--- config.mk ---
export PLATFORM = sky130hd
export DESIGN_NAME = lsu_lane_unit
export DESIGN_NICKNAME = d
export VERILOG_FILES = /design/src/rtl/lsu_pkg.sv /design/src/rtl/lsu_decode.sv /design/src/rtl/lsu_store_steer.sv /design/src/rtl/lsu_load_extract.sv /design/src/rtl/lsu_lane_unit.sv
export SDC_FILE = /design/constraint.sdc
export NUM_CORES = 1
export LEC_CHECK = 0
export BUFFER_PORTS_ARGS = -buffer_cell sky130_fd_sc_hd__buf_2
export CAP_MARGIN = 20
export CORE_ASPECT_RATIO = 0.7
export CORE_UTILIZATION = 46
export DETAILED_ROUTE_END_ITERATION = 16
export MAX_ROUTING_LAYER = met4
export PLACE_DENSITY = 0.8
export SYNTH_ARGS = -nofsm -noshare
export SYNTH_HDL_FRONTEND = slang
export SYNTH_SLANG_ARGS = --single-unit
--- constraint.sdc ---
create_clock -name clk -period 3.25 [get_ports clk]
set_input_delay 0.325 -clock clk [delete_from_list [all_inputs] [get_ports clk]]
set_output_delay 0.325 -clock clk [all_outputs]
set_load 0.02 [all_outputs]
--- src/rtl/lsu_pkg.sv ---
package lsu_pkg;
  localparam logic [6:0] OPC_LOAD  = 7'b0000011;
  localparam logic [6:0] OPC_STORE = 7'b0100011;

  typedef enum logic [1:0] {
    SZ_BYTE = 2'd0,
    SZ_HALF = 2'd1,
    SZ_WORD = 2'd2
  } acc_size_e;

  typedef struct packed {
    logic      is_load;
    logic      is_store;
    acc_size_e size;
    logic      zext;
    logic [11:0] offset;
    logic      bad;
  } acc_dec_t;
endpackage

--- src/rtl/lsu_decode.sv ---
module lsu_decode
  import lsu_pkg::*;
(
  input  logic [31:0] instr,
  output acc_dec_t    dec
);
  logic [6:0] opc;
  logic [2:0] f3;
  logic       ld_ok;
  logic       st_ok;
  logic       unused_fields;

  assign opc = instr[6:0];
  assign f3  = instr[14:12];
  assign unused_fields = ^instr[19:15];

  always_comb begin
    ld_ok = (opc == OPC_LOAD) &&
            (f3 == 3'b000 || f3 == 3'b001 || f3 == 3'b010 ||
             f3 == 3'b100 || f3 == 3'b101);
    st_ok = (opc == OPC_STORE) &&
            (f3 == 3'b000 || f3 == 3'b001 || f3 == 3'b010);
    dec.is_load  = (opc == OPC_LOAD);
    dec.is_store = (opc == OPC_STORE);
    dec.bad      = !(ld_ok || st_ok);
    dec.zext     = f3[2];
    case (f3[1:0])
      2'b00:   dec.size = SZ_BYTE;
      2'b01:   dec.size = SZ_HALF;
      default: dec.size = SZ_WORD;
    endcase
    if (opc == OPC_STORE) dec.offset = {instr[31:25], instr[11:7]};
    else                  dec.offset = instr[31:20];
  end
endmodule

--- src/rtl/lsu_store_steer.sv ---
module lsu_store_steer
  import lsu_pkg::*;
#(
  parameter int DW = 32,
  localparam int NB = DW / 8,
  localparam int LW = $clog2(NB)
) (
  input  acc_size_e       size,
  input  logic [LW-1:0]   lane,
  input  logic [DW-1:0]   src,
  output logic [NB-1:0]   be,
  output logic [DW-1:0]   wdata
);
  for (genvar k = 0; k < NB; k++) begin : g_lane
    always_comb begin
      case (size)
        SZ_BYTE: begin
          wdata[8*k +: 8] = src[7:0];
          be[k]           = (lane == LW'(k));
        end
        SZ_HALF: begin
          wdata[8*k +: 8] = src[8*(k%2) +: 8];
          be[k]           = (lane[LW-1:1] == (LW-1)'(k/2));
        end
        default: begin
          wdata[8*k +: 8] = src[8*k +: 8];
          be[k]           = 1'b1;
        end
      endcase
    end
  end
endmodule

--- src/rtl/lsu_load_extract.sv ---
module lsu_load_extract
  import lsu_pkg::*;
#(
  parameter int DW = 32,
  localparam int NB = DW / 8,
  localparam int LW = $clog2(NB)
) (
  input  logic [DW-1:0] rdata,
  input  logic [LW-1:0] lane,
  input  acc_size_e     size,
  input  logic          zext,
  output logic [DW-1:0] value
);
  logic [DW-1:0] shifted;
  logic          sgn_b;
  logic          sgn_h;

  assign shifted = rdata >> {lane, 3'b000};
  assign sgn_b   = !zext && shifted[7];
  assign sgn_h   = !zext && shifted[15];

  always_comb begin
    case (size)
      SZ_BYTE: value = {{(DW-8){sgn_b}}, shifted[7:0]};
      SZ_HALF: value = {{(DW-16){sgn_h}}, shifted[15:0]};
      default: value = shifted;
    endcase
  end
endmodule

--- src/rtl/lsu_lane_unit.sv ---
module lsu_lane_unit
  import lsu_pkg::*;
#(
  parameter int DW = 32,
  parameter int AW = 32,
  localparam int NB = DW / 8,
  localparam int LW = $clog2(NB),
  localparam int WAW = AW - LW
) (
  input  logic           clk,
  input  logic           rst,
  input  logic           op_valid,
  output logic           op_ready,
  input  logic [31:0]    instr,
  input  logic [AW-1:0]  base_val,
  input  logic [DW-1:0]  src_val,
  output logic           mem_req,
  input  logic           mem_ready,
  output logic           mem_we,
  output logic [WAW-1:0] mem_addr,
  output logic [NB-1:0]  mem_be,
  output logic [DW-1:0]  mem_wdata,
  input  logic [DW-1:0]  mem_rdata,
  output logic           ld_valid,
  output logic [DW-1:0]  ld_data,
  output logic           misalign,
  output logic           illegal
);
  typedef enum logic [1:0] {ST_IDLE, ST_REQ, ST_WAIT} state_e;

  state_e        state_q;
  acc_dec_t      dec;
  logic [AW-1:0] eff;
  logic [LW-1:0] lane;
  logic          mis;
  logic [NB-1:0] be_c;
  logic [DW-1:0] wdata_c;
  logic [DW-1:0] ld_value;
  logic [LW-1:0] lane_q;
  acc_size_e     size_q;
  logic          zext_q;

  lsu_decode u_dec (.instr(instr), .dec(dec));

  assign eff  = base_val + {{(AW-12){dec.offset[11]}}, dec.offset};
  assign lane = eff[LW-1:0];

  always_comb begin
    case (dec.size)
      SZ_HALF: mis = lane[0];
      SZ_WORD: mis = |lane;
      default: mis = 1'b0;
    endcase
  end

  lsu_store_steer #(.DW(DW)) u_steer (
    .size(dec.size), .lane(lane), .src(src_val), .be(be_c), .wdata(wdata_c)
  );

  lsu_load_extract #(.DW(DW)) u_ext (
    .rdata(mem_rdata), .lane(lane_q), .size(size_q), .zext(zext_q), .value(ld_value)
  );

  assign op_ready = (state_q == ST_IDLE);

  always_ff @(posedge clk) begin
    if (rst) begin
      state_q   <= ST_IDLE;
      mem_req   <= 1'b0;
      mem_we    <= 1'b0;
      mem_addr  <= '0;
      mem_be    <= '0;
      mem_wdata <= '0;
      lane_q    <= '0;
      size_q    <= SZ_BYTE;
      zext_q    <= 1'b0;
      ld_valid  <= 1'b0;
      ld_data   <= '0;
      misalign  <= 1'b0;
      illegal   <= 1'b0;
    end else begin
      ld_valid <= 1'b0;
      misalign <= 1'b0;
      illegal  <= 1'b0;
      case (state_q)
        ST_IDLE: begin
          if (op_valid) begin
            if (dec.bad) begin
              illegal <= 1'b1;
            end else if (mis) begin
              misalign <= 1'b1;
            end else begin
              mem_req   <= 1'b1;
              mem_we    <= dec.is_store;
              mem_addr  <= eff[AW-1:LW];
              mem_be    <= be_c;
              mem_wdata <= wdata_c;
              lane_q    <= lane;
              size_q    <= dec.size;
              zext_q    <= dec.zext;
              state_q   <= ST_REQ;
            end
          end
        end
        ST_REQ: begin
          if (mem_ready) begin
            mem_req <= 1'b0;
            state_q <= mem_we ? ST_IDLE : ST_WAIT;
          end
        end
        default: begin
          ld_valid <= 1'b1;
          ld_data  <= ld_value;
          state_q  <= ST_IDLE;
        end
      endcase
    end
  end

  AST_REQ_HOLD: assert property (@(posedge clk) disable iff (rst)
    mem_req && !mem_ready |=> mem_req && $stable(mem_addr) && $stable(mem_be) && $stable(mem_wdata));
  AST_BE_NONZERO: assert property (@(posedge clk) disable iff (rst)
    mem_req |-> mem_be != '0);
  AST_FAULT_NO_REQ: assert property (@(posedge clk) disable iff (rst)
    misalign || illegal |-> !mem_req);
  AST_FLAG_EXCL: assert property (@(posedge clk) disable iff (rst)
    !(misalign && illegal));
  AST_LOAD_LATENCY: assert property (@(posedge clk) disable iff (rst)
    ld_valid |-> $past(mem_req && mem_ready && !mem_we, 2));
  AST_BUSY: assert property (@(posedge clk) disable iff (rst)
    mem_req |-> !op_ready);
endmodule

==> results.md <==
* Yosys cell types at 61
* Largest net degree at the start of global routing at 63
* Tot GR Track Use at ~28%
* 1st-iter DRT viols at 488
* Crit end category: flip-flop
* Gr ovfl total at 0
* First-pass GRT wire length at between 30 and 40 mm
* Critical path startpoint category: primary input
* Initial antenna violation count at 0
* Final Skew at 0.0108 ns
* Skew-Pair Late Insertion Delay at 0.35 ns
* Max Buffers Root-to-Sink at 2
* Clk sink count at 110
* YS warnings at 0
* Min Tclk post-route at 3.24 ns
* Critical path type: primary input to flip-flop
* DRT Pass-1 Iters at 5
* Clk root buf: clkbuf_16
* Crit-path cells: buf_6, nor2_1, nand3_1, nor3_2, nand2_2, buf_4, mux2_2, ha_1, a21o_1, a31o_2, buf_4, o2111ai_1, a31oi_2, a41oi_2, o31a_1, nor4_1, a311o_1
* Placer Congestion at around 0.95
* Antenna Cells at 0
* Num rows at 35
* CTS H-Tree Depth at 3
* CTS tree: built
* Status: finished, final reports clean
* Tcrit/Tclk final at roughly 100%
* Final setup fails at 0
* RSZ-0062 raised after global routing: yes
* HP Class: primary input to flip-flop
* Worst slack, placed at -0.546 ns
* Most frequent cells in the layout: 227 x buf_2, 144 x nand2_1, 110 x dfxtp_1
* Count of pins over their slew limit at 0
* Biggest area consumer among synthesized cells: dfxtp_1
* Most common cell after layout, fill and taps aside: buf_2
* Post-synth top flop: dfxtp_1
* Top Family by Delay on Critical Path: compound AO/OA/AOI/OAI gates
* CP max FO at 4
* Area delta synth->final at 31.4%
* Via count at 7018
* Post-DR vias/cell at 5.53
* Largest cells by area after synthesis: dfxtp_1 34%, nand2_1 8.4%, mux2i_1 6.8%
* Post-synth top area share at 33.9%
* Number of global-route vias before repair at 6263
* Routed len/inst at 16.2 µm
* Layout cell share with drive strength beyond 1 at 31.6%
* Die area at 14600 µm²
* Clock edge transition at the registers on the reported setup and hold paths at 0.08 ns
* Synth async-reset ratio at 0%
* Hold Vio Cnt, Final at 0
* Slowest cell on crit path: ha_1
* Die Width at 144 µm
* Mean post-synth cell area at 7.73 µm²
* Ports at 236
* EDFF count, synth at 0
* Required time worst endpoint at 3.48 ns
* Syn Std Cell Area at 6500 µm²
* Pwr dens at 366 nW/µm²
* Register bit total from synthesis at 110
* Max-slew headroom at 56.3%
* Setup WS post-layout at 0.0109 ns
* Hpwl dp at 15.6 mm
* Worst-Margin Slew at about 0.66 ns
* Maximum vdd drop at 263 µV
* Crit-path most repeated cell: buf_4
* TritonCTS Buffers at 9
* DRC Markers at 0
* Worst Path Arrival at ~3.5 ns
* CP Buf/Inv Count at 3
* Syn Inst Count at 840
* DRT antenna net count at 0
* Area of the core at 13400 µm²
* Max-cap violations at 0
* I/O Buffers at 230
* Fill cells at about 1200
* Final nets at 1244
* Routed WL at around 21 mm
* Initial core utilization at between 40% and 50%
* Slowest stage delay, CP at 0.30 ns
* Die H at 101 µm
* Sequential area share after synthesis at roughly a third
* Fmax at 309 MHz
* P_leak at 3.78 nW
* Syn Nets at 1004
* Final Core Density at 63.5%
[report_power, final]
group          leakage, nW  internal [mW]  switching [mW]
Sequential           0.886           1.35         0.00139
Combinational         2.75          0.280           0.367
Clock                0.143          0.602           0.523
Total                 3.78           2.23           0.891
[worst paths after layout]
| check | start | end | slack (ns) | cells after the start |
|---|---|---|---|---|
| worst min register to register | mem_addr[21]$_SDFFE_PP0P_ | mem_addr[21]$_SDFFE_PP0P_ | 0.45 | 2 |
| worst max register to register | lane_q[0]$_SDFFE_PP0P_ | ld_data[19]$_SDFFE_PP0P_ | 0.98 | 6 |
| worst min-delay path | mem_rdata[31] | ld_data[31]$_SDFFE_PP0P_ | 0.24 | 3 |
| worst max-delay path | instr[6] | mem_addr[23]$_SDFFE_PP0P_ | 0.01 | 17 |
[worst register-to-register path, cell delays in order, from the launching register on]
cell and delay [ns]:
dfxtp_1 0.59, mux2_2 0.41, nand2_1 0.07, o21ai_0 0.16
mux2i_1 0.17, o31a_1 0.56, a211oi_1 0.17
[final cells by class]
type	instances	area, µm²	share of cell area [%]
multi-input cells	658	4130	48.4
clock inverters	6	68.8	0.806
inverters	14	52.6	0.616
well taps	185	231	2.71
repair buffers	287	1630	19.1
clock buffers	9	225	2.64
flip-flops and latches	110	2200	25.8
[state kept, by name, summed over array words and instances, names as in the netlist, 2 cells and up]
| register | count |
|---|---|
| mem_addr | 30 |
| mem_wdata | 32 |
| ld_data | 32 |
| state_q | 2 |
| lane_q | 2 |
| size_q | 2 |
| mem_be | 4 |
[metrics by stage]
step	hold WS [ns]	area, µm²	std cells	power, mW	TNS [ns]
after floorplan	0.450	6500	840	1.75	-0.0564
after global placement	0.439	8010	1241	1.98	-8.43
after detailed placement	0.443	8010	1241	1.98	-15.46
after CTS	0.233	8440	1264	3.12	-0.0971
after global routing	0.254	8530	1269	3.26	-0.210
final	0.237	8530	1269	3.12	0
[synthesized netlist by cell type, types with 2 or more instances]
cell	instances
o21a_1	5
dfxtp_1	110
nor4_1	3
clkbuf_1	39
nand4_1	3
o31a_1	2
nand3_1	13
o211ai_1	6
a21o_1	17
mux2_2	13
nor3_1	23
o21ai_0	48
a21oi_1	83
o31ai_1	2
a211oi_1	29
or3_1	5
and4_1	2
nor2_1	92
and3_2	2
o21bai_1	3
and3_1	7
nor2b_1	7
xnor2_1	13
buf_2	10
inv_1	13
a21boi_0	4
o2111ai_1	2
o21ai_1	5
mux2i_1	44
xor2_1	3
ha_1	31
nand3b_1	5
a311oi_1	9
nor3b_1	2
nand2_1	145
a41oi_1	5
buf_1	9
a31oi_1	3
[routing by layer]
metal / global-route usage [%] / wire (µm) / vias up
li1: - / - / 3454
met1: 39.7 / 9750 / 3244
met2: 40.9 / 8830 / 297
met3: 6.76 / 1750 / 23
met4: 6.22 / 249 / 0
met5: - / 0 / -
[kinds of logic after synthesis]
family | Yosys count | share of synthesized area, %
XOR/XNOR | 16 | 2.16
multiplexers | 57 | 9.03
AO/OA/AOI/OAI | 232 | 22.3
buffers and inverters | 72 | 4.35
flip-flops | 110 | 33.9
adder cells (fa/ha/maj) | 32 | 6.28
AND/OR/NAND/NOR | 321 | 21.9
[timing repair]
action	CTS	global route
gates resized for setup	14	10
hold buffers	0	0
endpoints found under the setup margin	4	55
pin swaps	13	9
buffers inserted	8	5
(Power assumes the default switching activity.)
